### src/rtl/ide_dec_pkg.sv
package ide_dec_pkg;

    localparam int NCH  = 2;
    localparam int DA_W = 3;
    localparam int DW   = 8;

    typedef enum logic [1:0] {
        ST_IDLE,
        ST_SETUP,
        ST_STROBE,
        ST_ACK
    } acc_state_e;

    typedef enum logic [2:0] {
        K_NONE,
        K_SEL,
        K_TF,
        K_ALT,
        K_IEN,
        K_STAT,
        K_ID
    } win_kind_e;

    typedef struct packed {
        win_kind_e       kind;
        logic            ch;
        logic [DA_W-1:0] idx;
    } win_hit_t;

endpackage

### src/rtl/ide_addr_decode.sv
module ide_addr_decode
    import ide_dec_pkg::*;
#(
    parameter int ADDR_W   = 14,
    parameter int WIN_BITS = 12,
    parameter int CH0_WIN  = 2,
    parameter int TF_SHIFT = 6,
    parameter int IEN_OFF  = 'h200,
    parameter int STAT_OFF = 'h290,
    parameter int ALT_OFF  = 'h380,
    parameter int ID_OFF   = 'h280,
    parameter int ID_SHIFT = 2,
    parameter int ID_BITS  = 4
) (
    input  logic [ADDR_W-1:0] addr,
    input  logic              ext_en,
    output win_hit_t          hit
);

    localparam int HI_W    = ADDR_W - WIN_BITS;
    localparam int TF_SPAN = (1 << DA_W) << TF_SHIFT;
    localparam int ID_SPAN = ID_BITS << ID_SHIFT;

    logic [WIN_BITS-1:0] lo;
    logic [WIN_BITS-1:0] id_rel;
    logic [HI_W-1:0]     hi;
    logic                in_ch;
    logic                ch1;

    always_comb begin
        lo     = addr[WIN_BITS-1:0];
        hi     = addr[ADDR_W-1:WIN_BITS];
        id_rel = lo - WIN_BITS'(ID_OFF);
        in_ch  = (hi == HI_W'(CH0_WIN)) || (hi == HI_W'(CH0_WIN + 1));
        ch1    = (hi == HI_W'(CH0_WIN + 1));

        hit.kind = K_NONE;
        hit.ch   = ch1;
        hit.idx  = '0;

        if (addr == '0) begin
            hit.kind = K_SEL;
        end else if (in_ch && ext_en) begin
            if ((int'(lo) < TF_SPAN) && (lo[TF_SHIFT-1:0] == '0)) begin
                hit.kind = K_TF;
                hit.idx  = lo[TF_SHIFT +: DA_W];
            end else if (lo == WIN_BITS'(IEN_OFF)) begin
                hit.kind = K_IEN;
            end else if (lo == WIN_BITS'(STAT_OFF)) begin
                hit.kind = K_STAT;
            end else if (lo == WIN_BITS'(ALT_OFF)) begin
                hit.kind = K_ALT;
                hit.idx  = DA_W'(6);
            end
        end else if (in_ch && !ch1 && (int'(id_rel) < ID_SPAN)
                     && (id_rel[ID_SHIFT-1:0] == '0)) begin
            hit.kind = K_ID;
            hit.idx  = DA_W'(id_rel >> ID_SHIFT);
        end
    end

endmodule

### src/rtl/ide_irq_ctrl.sv
module ide_irq_ctrl
    import ide_dec_pkg::*;
(
    input  logic           clk,
    input  logic           rst_n,
    input  logic [NCH-1:0] en_set,
    input  logic [NCH-1:0] en_clr,
    input  logic [NCH-1:0] intrq,
    output logic [NCH-1:0] en,
    output logic           card_irq
);

    for (genvar g = 0; g < NCH; g++) begin : g_chan
        always_ff @(posedge clk) begin
            if (!rst_n) begin
                en[g] <= 1'b0;
            end else if (en_set[g]) begin
                en[g] <= 1'b1;
            end else if (en_clr[g]) begin
                en[g] <= 1'b0;
            end
        end
    end

    always_ff @(posedge clk) begin
        if (!rst_n) begin
            card_irq <= 1'b0;
        end else begin
            card_irq <= |(en & intrq);
        end
    end

endmodule

### src/rtl/ide_dma_route.sv
module ide_dma_route
    import ide_dec_pkg::*;
(
    input  logic           sel_ch,
    input  logic [NCH-1:0] drv_dmarq,
    output logic           host_dmarq,
    input  logic           host_dmack,
    output logic [NCH-1:0] drv_dmack
);

    assign host_dmarq = drv_dmarq[sel_ch];

    for (genvar g = 0; g < NCH; g++) begin : g_ack
        assign drv_dmack[g] = host_dmack && (int'(sel_ch) == g);
    end

endmodule

### src/rtl/ide_card_decoder.sv
module ide_card_decoder
    import ide_dec_pkg::*;
#(
    parameter int         ADDR_W      = 14,
    parameter int         SEL_CH_BIT  = 0,
    parameter int         SEL_EXT_BIT = 5,
    parameter logic [3:0] CARD_TYPE   = 4'd3
) (
    input  logic              clk,
    input  logic              rst_n,
    input  logic              host_req,
    input  logic              host_we,
    input  logic [ADDR_W-1:0] host_addr,
    input  logic [DW-1:0]     host_wdata,
    output logic              host_ack,
    output logic [DW-1:0]     host_rdata,
    output logic              card_irq,
    input  logic [NCH-1:0]    drv_intrq,
    input  logic [NCH-1:0]    drv_dmarq,
    output logic              host_dmarq,
    input  logic              host_dmack,
    output logic [NCH-1:0]    drv_dmack,
    output logic [NCH-1:0]    ide_cs_tf,
    output logic [NCH-1:0]    ide_cs_alt,
    output logic [DA_W-1:0]   ide_da,
    output logic              ide_rd,
    output logic              ide_wr,
    output logic [DW-1:0]     ide_dout,
    input  logic [DW-1:0]     ide_din0,
    input  logic [DW-1:0]     ide_din1
);

    acc_state_e      state_q, state_d;
    win_hit_t        hit;
    logic            accept;
    logic            to_drive;
    logic            sel_ch_q, sel_ext_q;
    logic            acc_ch, acc_we, acc_alt;
    logic [DA_W-1:0] acc_da;
    logic [DW-1:0]   acc_wdata;
    logic [DW-1:0]   rdata_q;
    logic [DW-1:0]   reg_rdata;
    logic [NCH-1:0]  en_set, en_clr;
    logic [NCH-1:0]  irq_en;

    ide_addr_decode #(.ADDR_W(ADDR_W)) u_dec (
        .addr   (host_addr),
        .ext_en (sel_ext_q),
        .hit    (hit)
    );

    ide_irq_ctrl u_irq (
        .clk      (clk),
        .rst_n    (rst_n),
        .en_set   (en_set),
        .en_clr   (en_clr),
        .intrq    (drv_intrq),
        .en       (irq_en),
        .card_irq (card_irq)
    );

    ide_dma_route u_dma (
        .sel_ch     (sel_ch_q),
        .drv_dmarq  (drv_dmarq),
        .host_dmarq (host_dmarq),
        .host_dmack (host_dmack),
        .drv_dmack  (drv_dmack)
    );

    assign accept   = (state_q == ST_IDLE) && host_req;
    assign to_drive = (hit.kind == K_TF) || (hit.kind == K_ALT);

    always_comb begin
        for (int c = 0; c < NCH; c++) begin
            en_set[c] = accept && (hit.kind == K_IEN) &&  host_we && (int'(hit.ch) == c);
            en_clr[c] = accept && (hit.kind == K_IEN) && !host_we && (int'(hit.ch) == c);
        end
    end

    always_comb begin
        reg_rdata = '1;
        unique case (hit.kind)
            K_SEL: begin
                reg_rdata = '0;
                reg_rdata[SEL_CH_BIT]  = sel_ch_q;
                reg_rdata[SEL_EXT_BIT] = sel_ext_q;
            end
            K_ID:   reg_rdata = {{(DW-1){1'b0}}, CARD_TYPE[hit.idx[1:0]]};
            K_STAT: reg_rdata = {{(DW-1){1'b0}}, drv_intrq[hit.ch]};
            K_IEN:  reg_rdata = '0;
            K_TF, K_ALT, K_NONE: reg_rdata = '1;
            default: reg_rdata = '1;
        endcase
    end

    // Sequencer: next state
    always_comb begin
        state_d = state_q;
        unique case (state_q)
            ST_IDLE:   if (accept) state_d = to_drive ? ST_SETUP : ST_ACK;
            ST_SETUP:  state_d = ST_STROBE;
            ST_STROBE: state_d = ST_ACK;
            ST_ACK:    state_d = ST_IDLE;
            default:   state_d = ST_IDLE;
        endcase
    end

    // Sequencer: state register
    always_ff @(posedge clk) begin
        if (!rst_n) begin
            state_q <= ST_IDLE;
        end else begin
            state_q <= state_d;
        end
    end

    // Access capture, select register and read data
    always_ff @(posedge clk) begin
        if (!rst_n) begin
            sel_ch_q  <= 1'b0;
            sel_ext_q <= 1'b0;
            acc_ch    <= 1'b0;
            acc_we    <= 1'b0;
            acc_alt   <= 1'b0;
            acc_da    <= '0;
            acc_wdata <= '0;
            rdata_q   <= '0;
        end else if (accept) begin
            acc_ch    <= hit.ch;
            acc_we    <= host_we;
            acc_alt   <= (hit.kind == K_ALT);
            acc_da    <= hit.idx;
            acc_wdata <= host_wdata;
            rdata_q   <= reg_rdata;
            if ((hit.kind == K_SEL) && host_we) begin
                sel_ch_q  <= host_wdata[SEL_CH_BIT];
                sel_ext_q <= host_wdata[SEL_EXT_BIT];
            end
        end else if ((state_q == ST_STROBE) && !acc_we) begin
            rdata_q <= acc_ch ? ide_din1 : ide_din0;
        end
    end

    // Sequencer: outputs
    always_comb begin
        host_ack   = 1'b0;
        ide_cs_tf  = '0;
        ide_cs_alt = '0;
        ide_da     = '0;
        ide_rd     = 1'b0;
        ide_wr     = 1'b0;
        unique case (state_q)
            ST_IDLE: ;
            ST_SETUP, ST_STROBE: begin
                if (acc_alt) ide_cs_alt[acc_ch] = 1'b1;
                else         ide_cs_tf[acc_ch]  = 1'b1;
                ide_da = acc_da;
                if (state_q == ST_STROBE) begin
                    ide_rd = !acc_we;
                    ide_wr =  acc_we;
                end
            end
            ST_ACK:  host_ack = 1'b1;
            default: ;
        endcase
    end

    assign host_rdata = rdata_q;
    assign ide_dout   = acc_wdata;

endmodule

### config.mk
export PLATFORM = sky130hd
export DESIGN_NAME = ide_card_decoder
export DESIGN_NICKNAME = d
export VERILOG_FILES = /design/src/rtl/ide_dec_pkg.sv /design/src/rtl/ide_addr_decode.sv /design/src/rtl/ide_irq_ctrl.sv /design/src/rtl/ide_dma_route.sv /design/src/rtl/ide_card_decoder.sv
export SDC_FILE = /design/constraint.sdc
export NUM_CORES = 1
export LEC_CHECK = 0
export BUFFER_PORTS_ARGS = -buffer_cell sky130_fd_sc_hd__buf_4
export CAP_MARGIN = 0
export CORE_AREA = 2 2 66 68
export CTS_BUF_LIST = sky130_fd_sc_hd__clkbuf_8 sky130_fd_sc_hd__clkbuf_16
export DETAILED_ROUTE_END_ITERATION = 12
export DIE_AREA = 0 0 68 70
export PLACE_DENSITY = 0.79
export SYNTH_ARGS = -nofsm -noshare
export SYNTH_HDL_FRONTEND = slang
export SYNTH_SLANG_ARGS = --single-unit
### constraint.sdc
create_clock -name clk -period 1.9 [get_ports clk]
set_input_delay 0.285 -clock clk [delete_from_list [all_inputs] [get_ports clk]]
set_output_delay 0.285 -clock clk [all_outputs]
set_load 0.02 [all_outputs]
# [Word level (Yosys, flattened, before mapping)]
# Index checks and enable logic that the tools add are counted.
[totals] reg_bits=29 latchBits=0 ramBits=0 rom_bits=0 input_bits=47 wordCells=114 mem_count=0
[classes] addsub=1 mul=0 div=0 magnitude_cmp=7 eq_ne=15 shifts=0 mux=43 bitwise=3 n_reduce_logical=33
[ops] op="$mux W3" count=14
[ops] op="$eq A12 B10 Y1 const B" count=3
[ops] op="$pmux W8 S4" count=1
[ops] op="$mux W8" count=3
[ops] op="$logic_and A1 B1 Y1" count=18
[ops] op="$mux W1" count=15
[ops] op="$logic_not A14 Y1" count=1
[ops] op="$mux W2" count=7
[ops] op="$lt A12 B10 Y1 const B" count=1
[ops] op="$lt A12 B5 Y1 const B" count=1
[ops] op="$sub A12 B10 Y12 const B" count=1
[ops] op="$eq A3 B3 Y1 const B" count=3
[ops] op="$eq A2 B2 Y1 const B" count=4
[ops] op="$pmux W2 S4" count=1
[ops] op="$eq A3 B2 Y1 const B" count=2
[ops] op="$logic_not A6 Y1" count=1
[ops] op="$lt A1 B2 Y1 const B" count=3
[ops] op="$reduce_bool A2 Y1" count=3
[ops] op="$logic_not A2 Y1" count=2
[ops] op="$reduce_or A2 Y1" count=2
[ops] op="$eq A3 B1 Y1 const B" count=1
[ops] op="$logic_not A1 Y1" count=3
[ops] op="$lt A2 B3 Y1 const B" count=1
[ops] op="$and A2 B2 Y2" count=1
[ops] op="other kinds (8)" count=10

# [Longest topological paths before layout]
[depth] ltp_word=14 depth_mapped=8 mapped_depth_nobuf=7

# [Cells and area by module]
# A second synthesis with hierarchy kept.
[unflattened] hier_cells=211 area_unflattened_um2=1735.4
[modules_own_cells] module="ide_card_decoder" n_inst=1 cells_each=161 area_per_inst_um2=1351.3
[modules_own_cells] module="ide_addr_decode" n_inst=1 cells_each=38 area_per_inst_um2=251.5
[modules_own_cells] module="ide_irq_ctrl" n_inst=1 cells_each=9 area_per_inst_um2=101.3
[modules_own_cells] module="ide_dma_route" n_inst=1 cells_each=3 area_per_inst_um2=31.3

# [Worst setup path before layout]
# No wires, ideal clock.
[synth_timing] kind="register -> register" from="reg state_q[0]" to="reg rdata_q[0], in the netlist host_rdata[0]" arrival_ns=1.673 t_required_ns=1.781 path_slack_ns=0.108 path_stages_with_launch=8 n_path_buf=2 period_less_slack_ns=1.792 path_cell_list="dfxtp_1 inv_1 ha_1 nor2b_1 clkbuf_1 clkbuf_1 a21oi_1 o221a_1"
[synth_via] elab_chain_cells=3 elab_cells_between_ends=6 cone_classes="1 x eq/ne; 1 x mux; 4 x reduce/logical"
[synth_rtl] item="start: declaration" line_no="ide_card_decoder.sv:33" rtl="acc_state_e state_q, state_d;"
[synth_rtl] item="start signal: assignment" line_no="ide_card_decoder.sv:113" rtl="state_q <= state_d;"
[synth_rtl] item="$eq A2 B2 Y1 / $logic_not A2 Y1 (equally long branches)" line_no="ide_card_decoder.sv:139, ide_card_decoder.sv:70"
[synth_rtl] item="$logic_and A1 B1 Y1, on equally long branches" line_no="ide_card_decoder.sv:139, ide_card_decoder.sv:70"
[synth_rtl] item="$reduce_bool A2 Y1 (no source line) / $mux W8 (equally long branches)"
[synth_rtl] item="end signal: assignment" line_no="ide_card_decoder.sv:134" rtl="rdata_q <= reg_rdata;"
[synth_rtl] item="end signal: assignment" line_no="ide_card_decoder.sv:140" rtl="rdata_q <= acc_ch ? ide_din1 : ide_din0;"
[synth_rtl] item="end: declaration" line_no="ide_card_decoder.sv:41" rtl="logic [DW-1:0] rdata_q;"
# Parallel ways exist; a longest one is shown, timed or not.
# A chain may end at the register's enable or synchronous reset.

# [Worst setup path in the final report]
[layout_timing] from="reg state_q[1]" to="out ide_cs_tf[0]"
[layout_via] elab_chain_cells=3 elab_cells_between_ends=4 cone_classes="2 x eq/ne; 1 x mux; 1 x reduce/logical"
[layout_rtl] item="$eq A2 B2 Y1 / $eq A2 B1 Y1 (equally long branches)" line_no="ide_card_decoder.sv:152" rtl="unique case (state_q)"
[layout_rtl] item="$reduce_or A2 Y1 *" line_no="ide_card_decoder.sv:152"
[layout_rtl] item="$mux W2 *" line_no="ide_card_decoder.sv:152"
[layout_rtl] item="end: declaration" line_no="ide_card_decoder.sv:23" rtl="output logic [NCH-1:0] ide_cs_tf,"
# Every way passes the cells marked *; elsewhere a longest branch is shown, timed or not.

==> flow_summary.toml <==
[logic_synthesis]
async_flop_share_pct = 0
yosys_warnings = 0
synth_cell_types = 49
synthMuxAreaShare_pct = 7.92
syn_inst = 212
synthSimpleGateAreaFrac_pct = 29.6
yosysSeqAreaShare_pct = 32.5
syn_area_per_cell_um2 = 8.42
syn_nets = 264
ys.flop_type = "dfxtp_1"
yosys.area_share.xor_xnor_pct = 0.981
ys_ff_latch = 29
synth_compound_area_share_pct = 21.7
mappedNetlistArea_um2 = 1790
yosys.area_share.adder_pct = 3.50
synth_edf_count = 0
synth_top_family_by_area = "simple AND/OR/NAND/NOR gates"

[detailed_routing]
wirelength_um = 4730
vias = 1855
drc = 0
drt_first_pass_iters = 4
ant_nets = 0
drt-initial-drc-count = 66
vias_per_cell = 5.36
wl_per_cell_um = 13.7

[setup_path]
crit_fanout = 8
crit_required_ps = 1620
rr_startpoint = "sel_ext_q"
cp-start-kind = "flop"
setup.worst_path.end = "ide_cs_tf[0]"
ff2ff_path_depth = 5
reg2reg_slack_ps = 250
crit_path_start = "state_q[1]"
arrival_ps = 1510
critical_path_class = "flop to output pin"
r2r-end = "host_rdata[7]"
endpoint_kind = "output pin"

[clock_tree]
cts-root-buf = "clkbuf_8"
clock-sinks = 29
cts-buffers-inserted = 5
path_clk_slew_ps = 60
ctsResizeCount = 0
insertion_delay_ps = 280
postCtsHoldBufs = 0
ctsHtreeMaxLevel = 2
cts_tree = "yes"
post_cts_buffers = 0
cts_buffer_depth = 2

[layout]
fin_cells = 346
fin_util_pct = 61.6
final_common_cell = "buf_4"
area_growth_pct = 43.0
num_antenna_cells = 0
drive_above_1_share_pct = 35.0
mostFrequentLayoutCells = "buf_4 (87), nand2_1 (41), dfxtp_1 (29)"
layout.nets = 345

[sta]
slew-limit-headroom_pct = 60.3
fmax_mhz = 557
setup_violations = 0
rsz0062_at_grt = "false"
hold_viol_final = 0
timing.setup.tns_ps = 0
period_share_pct = 94.5
report.final.slew_viol_count = 0
period_needed_ps = 1800
worst_pin_slew_ps = 594
clock_skew_ps = 4.42
worst_slack_ps = 104

[hold_path]
holdPathStages = 3
hold_path.class = "primary input to flop"

[grt]
antenna_found_initial = 0
track_usage_pct = 21.5
grt_max_degree = 34
grt_pass1_vias = 1802
grt_pass1_wl_um = 7940
overflow = 0

[die]
io_pins = 77
num_rows = 24
initial_core_util_pct = 43.1
die_w_um = 68
die_h_um = 70
core-area_um2 = 4140
dieArea_um2 = 4760

[placement]
dp.cells = 338
gp_congestion = 0.900
hpwl_um = 3720
portBuffers = 76
post-place-ws_ps = -35.3

[run_status]
status = "completed"

[power]
ir_worst_vdd_uv = 554
leakage_uw = 0.00112
powerDensity_nw_per_um2 = 1030

[run]
drv_cap = 0
[cells in the mapped netlist (all sizes together), types with 3 or more instances]
cell type,count,area [um^2]
ha,5,62.6
nor2b,4,25.0
dfxtp,29,581
nor4,4,52.6
and2,7,43.8
nand2,41,154
clkbuf,10,37.5
inv,4,15.0
buf,3,15.0
a21boi,13,97.6
mux2i,13,130
nor3b,5,60.1
o21a,7,53.8
a211oi,6,45.0
nor2,13,48.8
a21oi,6,30.0
nor3,6,30.0
[through the flow]
| step | power [uW] | hold slack [ps] | area, um^2 |
|---|---|---|---|
| final | 2640 | 258 | 2550 |
| after global routing | 2830 | 260 | 2550 |
| after CTS | 2670 | 255 | 2550 |
| after detailed placement | 2110 | 447 | 2450 |
| after global placement | 2080 | 443 | 2450 |
| after floorplan | 1610 | 426 | 1790 |
[state kept, by name, summed over array words and instances, names as in the netlist]
| register | flops |
|---|---|
| host_rdata | 8 |
| ide_dout | 8 |
| acc_da | 3 |
| state_q | 2 |
| u_irq.en | 2 |
| acc_alt | 1 |
| acc_ch | 1 |
| acc_we | 1 |
| sel_ch_q | 1 |
| sel_ext_q | 1 |
| u_irq.card_irq | 1 |
[critical path, cell delays in order, from the launching register on]
cell	delay, ps
dfxtp_1	390
inv_1	80
ha_1	380
nor3b_1	210
buf_4	170
[power by group]
part | internal (uW) | leakage [uW] | switching, uW | total, uW
Sequential | 743 | 0.000238 | 84.3 | 827
Combinational | 568 | 0.000828 | 690 | 1260
Clock | 327 | 0.0000542 | 228 | 554
Total | 1640 | 0.00112 | 1000 | 2640
[worst min path at each step]
stage / startpoint / slack, ps / endpoint
after floorplan: acc_da[2] / 430 / acc_da[2]
after global placement: acc_da[1] / 440 / acc_da[1]
after detailed placement: acc_da[1] / 450 / acc_da[1]
after CTS: host_wdata[7] / 260 / ide_dout[7]
after global routing: host_wdata[6] / 260 / ide_dout[6]
final: host_wdata[7] / 260 / ide_dout[7]
[layer usage]
layer / up-vias / GRT usage (%) / wire length [um]
li1: 925 / - / -
met1: 861 / 25.4 / 1950
met2: 63 / 37.2 / 2390
met3: 6 / 5.96 / 330
met4: 0 / 6.00 / 55
met5: - / 0 / 0
[cells by family (layout without fill, tap and decap cells)]
logic type	count (synthesis)	count (layout)
XOR/XNOR	2	2
AND/OR/NAND/NOR	94	94
flip-flops	29	29
multiplexers	14	14
AO/OA/AOI/OAI	51	51
adder cells (fa/ha/maj)	5	5
buffers and inverters	17	99
[cell type report]
type | instances | area (um^2)
fill | 402 | 1590
tap | 52 | 65.1
multi-input combinational | 166 | 1140
clock inverter | 1 | 5.00
timing repair buffer | 87 | 653
sequential | 29 | 581
inverter | 4 | 15.0
clock buffer | 7 | 96.3
No activity file was read; power rests on OpenSTA's default activity.
